<file path="src/rtl/rdiv_pkg.sv">
package rdiv_pkg;
  localparam int FRAME_W   = 24;
  localparam int RATIO_W   = 11;
  localparam int MIN_RATIO = 5;
  // positions inside the shift register (last bit sent lands at index 0)
  localparam int SEL_POS   = 0;
  localparam int FLD_LSB   = 3;
  localparam int TEST_LO   = 14;
  localparam int TEST_HI   = 15;
  localparam logic [1:0] TEST_OK = 2'b10;
endpackage

</file>
<file path="src/rtl/rdiv_serial_rx.sv">
module rdiv_serial_rx
  import rdiv_pkg::*;
(
  input  logic               clk_i,
  input  logic               rst_ni,
  input  logic               ser_clk_i,
  input  logic               ser_data_i,
  input  logic               ser_le_i,
  output logic [FRAME_W-1:0] frame_o,
  output logic               latch_o
);
  logic [2:0] sclk_s, data_s, le_s;

  always_ff @(posedge clk_i or negedge rst_ni) begin
    if (!rst_ni) begin
      sclk_s <= '0;
      data_s <= '0;
      le_s   <= '0;
    end else begin
      sclk_s <= {sclk_s[1:0], ser_clk_i};
      data_s <= {data_s[1:0], ser_data_i};
      le_s   <= {le_s[1:0], ser_le_i};
    end
  end

  logic sclk_rise, le_rise;
  assign sclk_rise = sclk_s[1] & ~sclk_s[2];
  assign le_rise   = le_s[1] & ~le_s[2];

  always_ff @(posedge clk_i or negedge rst_ni) begin
    if (!rst_ni) begin
      frame_o <= '0;
      latch_o <= 1'b0;
    end else begin
      if (sclk_rise) frame_o <= {frame_o[FRAME_W-2:0], data_s[1]};
      latch_o <= le_rise;
    end
  end

  assert_latch_single_R2: assert property (@(posedge clk_i) disable iff (!rst_ni)
    latch_o |=> !latch_o);
  assert_shift_on_edge_R1: assert property (@(posedge clk_i) disable iff (!rst_ni)
    !sclk_rise |=> $stable(frame_o));
endmodule

</file>
<file path="src/rtl/rdiv_decode.sv">
module rdiv_decode
  import rdiv_pkg::*;
(
  input  logic               clk_i,
  input  logic               rst_ni,
  input  logic [FRAME_W-1:0] frame_i,
  input  logic               latch_i,
  output logic [RATIO_W-1:0] ratio_o
);
  logic               frame_ok;
  logic [RATIO_W-1:0] field;
  logic [RATIO_W-1:0] clamped;

  assign frame_ok = (frame_i[SEL_POS] == 1'b0) && (frame_i[TEST_HI:TEST_LO] == TEST_OK);
  assign field    = frame_i[FLD_LSB +: RATIO_W];
  assign clamped  = (field < RATIO_W'(MIN_RATIO)) ? RATIO_W'(MIN_RATIO) : field;

  always_ff @(posedge clk_i or negedge rst_ni) begin
    if (!rst_ni) ratio_o <= RATIO_W'(MIN_RATIO);
    else if (latch_i && frame_ok) ratio_o <= clamped;
  end

  assert_ignore_bad_word_R2: assert property (@(posedge clk_i) disable iff (!rst_ni)
    (latch_i && !frame_ok) |=> $stable(ratio_o));
  assert_pending_min_R5: assert property (@(posedge clk_i) disable iff (!rst_ni)
    ratio_o >= RATIO_W'(MIN_RATIO));
endmodule

</file>
<file path="src/rtl/rdiv_counter.sv">
module rdiv_counter
  import rdiv_pkg::*;
(
  input  logic               clk_i,
  input  logic               rst_ni,
  input  logic [RATIO_W-1:0] ratio_i,
  output logic               pulse_o
);
  logic [RATIO_W-1:0] cnt_q, ratio_q;
  logic               term;

  assign term = (cnt_q == ratio_q - RATIO_W'(1));

  always_ff @(posedge clk_i or negedge rst_ni) begin
    if (!rst_ni) begin
      cnt_q   <= '0;
      ratio_q <= RATIO_W'(MIN_RATIO);
      pulse_o <= 1'b0;
    end else begin
      pulse_o <= term;
      if (term) begin
        cnt_q   <= '0;
        ratio_q <= ratio_i;   // reload only on period boundary
      end else begin
        cnt_q   <= cnt_q + RATIO_W'(1);
      end
    end
  end

  assert_cnt_in_range_R6: assert property (@(posedge clk_i) disable iff (!rst_ni)
    cnt_q < ratio_q);
  assert_pulse_width_R6: assert property (@(posedge clk_i) disable iff (!rst_ni)
    pulse_o |=> !pulse_o);
  assert_ratio_at_term_R7: assert property (@(posedge clk_i) disable iff (!rst_ni)
    !pulse_o |-> $stable(ratio_q));
  assert_active_min_R5: assert property (@(posedge clk_i) disable iff (!rst_ni)
    ratio_q >= RATIO_W'(MIN_RATIO));
endmodule

</file>
<file path="src/rtl/serial_ref_divider.sv">
module serial_ref_divider
  import rdiv_pkg::*;
(
  input  logic clk_i,
  input  logic rst_ni,
  input  logic ser_clk_i,
  input  logic ser_data_i,
  input  logic ser_le_i,
  output logic cmp_pulse_o
);
  logic [FRAME_W-1:0] frame;
  logic               latch;
  logic [RATIO_W-1:0] ratio_pend;

  rdiv_serial_rx u_rx (
    .clk_i      (clk_i),
    .rst_ni     (rst_ni),
    .ser_clk_i  (ser_clk_i),
    .ser_data_i (ser_data_i),
    .ser_le_i   (ser_le_i),
    .frame_o    (frame),
    .latch_o    (latch)
  );

  rdiv_decode u_dec (
    .clk_i   (clk_i),
    .rst_ni  (rst_ni),
    .frame_i (frame),
    .latch_i (latch),
    .ratio_o (ratio_pend)
  );

  rdiv_counter u_cnt (
    .clk_i   (clk_i),
    .rst_ni  (rst_ni),
    .ratio_i (ratio_pend),
    .pulse_o (cmp_pulse_o)
  );

  assert_reset_quiet_R8: assert property (@(posedge clk_i)
    !rst_ni |-> !cmp_pulse_o);
endmodule

</file>
<file path="config.mk">
export PLATFORM = sky130hd
export DESIGN_NAME = serial_ref_divider
export DESIGN_NICKNAME = d
export VERILOG_FILES = /design/src/rtl/rdiv_pkg.sv /design/src/rtl/rdiv_serial_rx.sv /design/src/rtl/rdiv_decode.sv /design/src/rtl/rdiv_counter.sv /design/src/rtl/serial_ref_divider.sv
export SDC_FILE = /design/constraint.sdc
export NUM_CORES = 1
export LEC_CHECK = 0
export ABC_CLOCK_PERIOD_IN_PS = 3400
export BUFFER_PORTS_ARGS = -buffer_cell sky130_fd_sc_hd__buf_2
export CORE_MARGIN = 10
export CORE_UTILIZATION = 62
export DETAILED_ROUTE_END_ITERATION = 8
export HOLD_SLACK_MARGIN = 0.06
export PLACE_DENSITY_LB_ADDON = 0.12
export SLEW_MARGIN = 20
export SYNTH_ARGS = -nofsm -noshare
export SYNTH_HDL_FRONTEND = slang
export SYNTH_HIERARCHICAL = 1
export SYNTH_SLANG_ARGS = --single-unit
</file>
<file path="constraint.sdc">
create_clock -name clk_i -period 3.4 [get_ports clk_i]
set_clock_uncertainty 0.1 [all_clocks]
set_input_delay 0.51 -clock clk_i [delete_from_list [all_inputs] [get_ports clk_i]]
set_output_delay 0.51 -clock clk_i [all_outputs]
set_load 0.02 [all_outputs]
</file>
-- Yosys cells after proc, flatten, opt, wreduce, memory -nomap -nowiden
Cells that the tools add are included.
- bits in registers: 59
- bits of input ports: 5
- output and inout bits: 1
- add/sub/neg operators: 2
- order comparisons: 1
- equal/unequal tests: 2
- mux-type cells: 2
- bitwise operators: 5
- reduce and logical (&&, ||, !) cells: 2
- operators with widths (operator ; count):
    11-bit 2-to-1 mux ; 2
    11-bit by 1-bit adder with 11-bit output (second input constant) ; 1
    11-bit == test ; 1
    11-bit by 3-bit < comparator with 1-bit output (second input constant) ; 1
    11-bit by 1-bit subtractor with 11-bit output (second input constant) ; 1
    1-bit inverter ; 3
    1-bit AND ; 2
    2-bit == test (second input constant) ; 1
    1-bit logical AND ; 2

-- Logic depth before layout (Yosys ltp)
Gate-level depths: netlist of the first run.
- depth after elaboration: 3
- gate-level depth with buffers: 11
- depth with buffers taken out: 8

-- Modules after synthesis
The synthesis of the first run kept the hierarchy.
- modules (own cells, without submodules) (module ; instances ; cells an instance ; area an instance (µm²) ; sequential area each (µm²)):
    rdiv_counter ; 1 ; 130 ; 1382.6 ; 578.1
    rdiv_serial_rx ; 1 ; 62 ; 1242.4 ; 825.8
    rdiv_decode ; 1 ; 34 ; 511.7 ; 277.8

-- Worst setup path after synthesis of the first run
Ideal clock, no wire load.
- path kind: reg2reg
- start: register u_cnt.ratio_q[0]
- end: register u_cnt.ratio_q[1]
- arrival: 2.410 ns
- required time: 3.175 ns
- path slack: 0.765 ns
- cell stages (with the launch flop): 11
- cell sequence: dfstp_2 -> inv_1 -> ha_1 -> buf_6 -> nor3b_1 -> nand2_1 -> mux2i_1 -> o311a_1 -> a211oi_4 -> buf_6 -> mux2_4
- longest elaborated chain between the ends: 2
- ends and longest elaborated chain (what ; RTL line ; source):
    start: declaration ; rdiv_counter.sv:9 ; logic [RATIO_W-1:0] cnt_q, ratio_q;
    start signal: assignment ; rdiv_counter.sv:17 ; ratio_q <= RATIO_W'(MIN_RATIO);
    start signal: assignment ; rdiv_counter.sv:23 ; ratio_q <= ratio_i;
    11-bit by 1-bit subtractor with 11-bit output ; rdiv_counter.sv:12 ; assign term = (cnt_q == ratio_q - RATIO_W'(1));
    11-bit == test ; rdiv_counter.sv:12 ;
Every way passes these cells.
A chain may end at the register's enable or synchronous reset.

-- Worst setup path in the final report of the first run
- start: register u_cnt.ratio_q[1]
- end: register u_cnt.ratio_q[6]
Same word-level chain as after synthesis.

==> flow_summary.json, run 1 <==
{
  "status": "complete, no violations",
  "clock_path_buffers": 2,
  "row_count": 24,
  "core_area_um2": 4380,
  "r2r_start": "u_cnt/ratio_q[1]",
  "htreeDepth": 3,
  "drtIter0Drc": 73,
  "routed-via-count": 1559,
  "start_util_pct": 64.3,
  "drv_slew": 0,
  "syn_avg_cell_area_um2": 13.4,
  "hold_viol": 0,
  "pwr-share-seq_pct": 52.0,
  "final_core_util_pct": 68.8,
  "antenna_found_initial": 0,
  "fin_crit_ns": 2.89,
  "end_kind": "flip-flop",
  "synthesis.nets": 217,
  "clock-sinks": 59,
  "antennaDiodeCount": 0,
  "p_leak_nw": 1.35,
  "critPathArrivalTime_ns": 2.99,
  "finalCritPeriodShare_pct": 84.9,
  "slew_headroom_pct": 60.1,
  "die_area_um2": 7650,
  "required_ns": 3.51,
  "fin_nets": 226,
  "switchingPower_uw": 440,
  "final_cell_mix": "dfrtp_1, mux2_4, nor2_1",
  "clk_pin_slew_ns": 0.07,
  "p_int_mw": 1.31,
  "fin_tns_setup_ns": 0,
  "rr_worst_depth": 9,
  "io_pins": 6,
  "port_buffers": 5,
  "place_area_um2": 2800,
  "n_fill_cell": 303,
  "pwr-share-clk_pct": 35.9,
  "irDropWorstVdd_v": 0.000459,
  "ant_nets": 0,
  "setup_viol": 0,
  "cts_tree": "done",
  "syn_inst": 210,
  "clk_latency_ns": 0.33,
  "area_growth_pct": 6.92,
  "rsz0062_at_grt": "false",
  "timing.fmax_ghz": 0.346,
  "register_area_um2": 1480,
  "rrSetupSlack_ns": 0.51,
  "min_to": "u_rx/sclk_s[0]",
  "maxCapViolations": 0,
  "fin_cells": 276,
  "final_common_cell": "dfrtp_1",
  "cp_max_fo": 23,
  "critPathKind": "reg -> reg",
  "dr.pass1.iters": 4,
  "cts_hold_buf": 1,
  "grt_start_max_net_pins": 39,
  "hp-class": "in -> reg",
  "drc": 0,
  "cts_resized": 0,
  "yosys_warnings": 6,
  "cts_root_buf": "clkbuf_8",
  "fin_area_um2": 3020,
  "routed_via_density": 5.65,
  "reg2reg_to": "u_cnt/ratio_q[6]",
  "power.density_nw_per_um2": 579,
  "grt_pass1_vias": 1685,
  "hpwl_mm": 3.35,
  "multi_input_area_um2": 1200,
  "grt_usage_pct": 13.9,
  "grt_first_pass_wirelength_mm": 8.08,
  "avgRoutedWirePerCell_um": 17.1,
  "dieHeight_um": 87.4,
  "startpoint_type": "flip-flop",
  "hp-start": "ser_clk_i",
  "worstMarginPinSlew_ns": 0.597,
  "cts_made_buffers": 9,
  "holdPathStages": 1,
  "dp_slack_ns": 0.518,
  "syn_area_um2": 2820,
  "fin_ws_ns": 0.512,
  "die_w_um": 87.4,
  "drive_above_1_share_pct": 30.8,
  "finalWirelength_mm": 4.71,
  "dp.cells": 259,
  "overflow": 0,
  "post_cts_buffers": 0,
  "place.gp.congestion": 0.875,
  "swShare_pct": 25.2,
  "power_frac_comb_pct": 12.1
}
-- metrics by stage --
step                total power, mW  hold WS [ns]
global route                   1.84         0.150
global placement               1.11         0.234
finish                         1.75         0.185
floorplan                      1.07         0.114
detailed placement             1.13         0.247
CTS                            1.76         0.169
-- critical path, cell delays in order (launching register included) --
cell	delay, ns
dfrtp_1	0.42
inv_1	0.07
ha_1	0.31
nor3b_1	0.29
nand2_1	0.14
mux2i_1	0.15
o311a_1	0.38
a211oi_4	0.20
buf_4	0.32
mux2_2	0.37
-- area by class of cell --
type                       instances  area share [%]
sequential                        59            49.1
multi-input combinational        136            39.7
clock buffer                      11            4.69
tap                               52            2.16
clock inverter                     5            2.07
timing repair buffer               8            1.66
inverter                           5           0.622
-- how the worst max path moves through the flow --
stage,endpoint,slack [ns],from
2_1_floorplan,u_cnt/ratio_q[1],0.77,u_cnt/ratio_q[0]
3_3_place_gp,u_cnt/ratio_q[6],0.63,u_cnt/ratio_q[1]
3_5_place_dp,u_cnt/ratio_q[5],0.52,u_cnt/ratio_q[1]
4_1_cts,u_cnt/ratio_q[6],0.50,u_cnt/ratio_q[1]
5_1_grt,u_cnt/ratio_q[10],0.31,u_cnt/ratio_q[1]
6_report,u_cnt/ratio_q[6],0.51,u_cnt/ratio_q[1]
-- power by group through the flow --
stage / Clock (mW) / Combinational, mW / Sequential [mW]
after floorplan: 0 / 0.185 / 0.882
after global placement: 0 / 0.202 / 0.911
after detailed placement: 0 / 0.211 / 0.919
final: 0.627 / 0.211 / 0.907
after CTS: 0.641 / 0.214 / 0.907
after global routing: 0.683 / 0.232 / 0.921
-- state kept, by name, summed over array words and instances, names as in the netlist --
name,count
u_rx/data_s,2
u_rx/frame_o,16
u_cnt/ratio_q,11
u_rx/sclk_s,3
u_cnt/pulse_o,1
u_cnt/cnt_q,11
u_dec/ratio_o,11
u_rx/le_s,3
u_rx/latch_o,1
-- metal layers --
layer / routed length (µm) / GRT usage, % / vias to the layer above
li1: - / - / 752
met1: 2150 / 16.1 / 786
met2: 2380 / 22.2 / 17
met3: 131 / 5.52 / 4
met4: 48 / 5.94 / 0
met5: 0 / 0 / -
Note: power is estimated with default switching activity, not from simulation.
==> inputs of run 2 (changes only) <==
Settings changed: ABC_CLOCK_PERIOD_IN_PS 3400 to 2800.
Clock period 3.4 ns to 2.8 ns, I/O delays scaled along.
==> flow_summary.json, run 2 (same netlist as run 1, synthesis figures left out) <==
{
  "drtIter0Drc": 111,
  "cts_hold_buf": 0,
  "power_frac_comb_pct": 12.1,
  "worstMarginPinSlew_ns": 0.891,
  "place.gp.congestion": 0.811,
  "switchingPower_uw": 555,
  "final_common_cell": "dfrtp_1",
  "drive_above_1_share_pct": 32.7,
  "grt_usage_pct": 13.6,
  "start_util_pct": 64.3,
  "status": "complete, no violations",
  "avgRoutedWirePerCell_um": 17.2,
  "row_count": 24,
  "hp-class": "in -> reg",
  "timing.fmax_ghz": 0.378,
  "required_ns": 2.91,
  "dp_slack_ns": 0.0145,
  "dieHeight_um": 87.4,
  "grt_first_pass_wirelength_mm": 8.03,
  "final_cell_mix": "dfrtp_1, mux2_4, nor2_1",
  "hpwl_mm": 3.38,
  "cp_max_fo": 23,
  "area_growth_pct": 8.07,
  "irDropWorstVdd_v": 0.000544,
  "n_fill_cell": 305,
  "finalWirelength_mm": 4.77,
  "largest_register_ffs": 16,
  "fin_tns_setup_ns": 0,
  "cts_made_buffers": 9,
  "clk_pin_slew_ns": 0.07,
  "fin_nets": 228,
  "rsz0062_at_grt": "false",
  "top_register": "u_rx/frame_o",
  "critPathArrivalTime_ns": 2.76,
  "cts_root_buf": "clkbuf_8",
  "swShare_pct": 25.9,
  "grt_start_max_net_pins": 44,
  "drv_slew": 0,
  "drc": 0,
  "place_area_um2": 2840,
  "fin_area_um2": 3050,
  "end_kind": "flip-flop",
  "setup_viol": 0,
  "antenna_found_initial": 0,
  "fin_crit_ns": 2.65,
  "die_w_um": 87.4,
  "clock-sinks": 59,
  "pwr-share-seq_pct": 51.5,
  "critPathKind": "reg -> reg",
  "pwr-share-clk_pct": 36.4,
  "io_pins": 6,
  "cts_tree": "done",
  "clk_latency_ns": 0.33,
  "ant_nets": 0,
  "power.density_nw_per_um2": 702,
  "dr.pass1.iters": 4,
  "startpoint_type": "flip-flop",
  "maxCapViolations": 0,
  "clock_path_buffers": 2,
  "fin_ws_ns": 0.153,
  "finalCritPeriodShare_pct": 94.5,
  "die_area_um2": 7650,
  "grt_pass1_vias": 1672,
  "routed_via_density": 5.72,
  "port_buffers": 5,
  "hold_viol": 0,
  "p_int_mw": 1.59,
  "antennaDiodeCount": 0,
  "core_area_um2": 4380,
  "slew_headroom_pct": 40.6,
  "post_cts_buffers": 0,
  "p_leak_nw": 1.37,
  "htreeDepth": 3,
  "routed-via-count": 1590,
  "overflow": 0
}
==> run 2: metal layers <==
| metal | part of all wire (%) | GRT usage [%] | vias up |
|---|---|---|---|
| met3 | 3.3 | 4.03 | 12 |
| met1 | 44 | 15.9 | 796 |
| met4 | 2.7 | 8.12 | 0 |
| met2 | 50 | 21.4 | 30 |
| li1 | - | - | 752 |
| met5 | 0 | 0 | - |
==> run 2: final cells by class <==
cell class	instances	area, µm²	area share (%)
clock buffer	11	141	4.64
clock inverter	5	62.6	2.05
inverter	5	18.8	0.616
multi-input combinational	136	1200	39.5
sequential	59	1480	48.6
tap	52	65.1	2.13
timing repair buffer	10	75.1	2.46
==> run 2: power groups by stage <==
stage          clock, mW  combinational, mW  sequential, mW
6_report           0.779              0.259            1.10
5_1_grt            0.839              0.280            1.12
4_1_cts            0.792              0.261            1.10
3_5_place_dp           0              0.257            1.12
3_3_place_gp           0              0.247            1.10
2_1_floorplan          0              0.224            1.07
==> run 2: worst paths after layout <==
kind | end | cells past startpoint | startpoint | slack, ns
max in group asynchronous | u_rx/sclk_s[1] | 2 | rst_ni | 1.82
max reg2reg | u_cnt/ratio_q[4] | 9 | u_cnt/ratio_q[0] | 0.15
max | u_cnt/ratio_q[4] | 9 | u_cnt/ratio_q[0] | 0.15
min reg2reg | u_rx/sclk_s[1] | 0 | u_rx/sclk_s[0] | 0.26
min in group asynchronous | u_cnt/pulse_o | 1 | rst_ni | 0.10
min | u_rx/sclk_s[0] | 1 | ser_clk_i | 0.09
==> run 2: through the flow <==
step | power (mW) | hold WS [ns] | cells | utilization (%)
global route | 2.24 | 0.0707 | 278 | 69.5
global placement | 1.35 | 0.233 | 262 | 64.7
CTS | 2.16 | 0.0763 | 278 | 69.5
finish | 2.14 | 0.0859 | 278 | 69.5
floorplan | 1.29 | 0.0244 | 210 | -
detailed placement | 1.37 | 0.236 | 262 | 64.7
==> run 2: worst max-delay path, stage by stage (launching register included) <==
cell	delay, ns
dfstp_2	0.58
inv_1	0.07
ha_2	0.22
nor3b_2	0.17
nand2_1	0.12
mux2i_1	0.09
o311a_1	0.37
a211oi_4	0.25
buf_12	0.21
mux2_2	0.34
==> run 2: what timing repair did <==
item / 4_1_cts / 5_1_grt
gates cloned: 0 / 0
pin swaps: 0 / 0
endpoints found under the setup margin: 2 / 2
resized for setup: 1 / 1
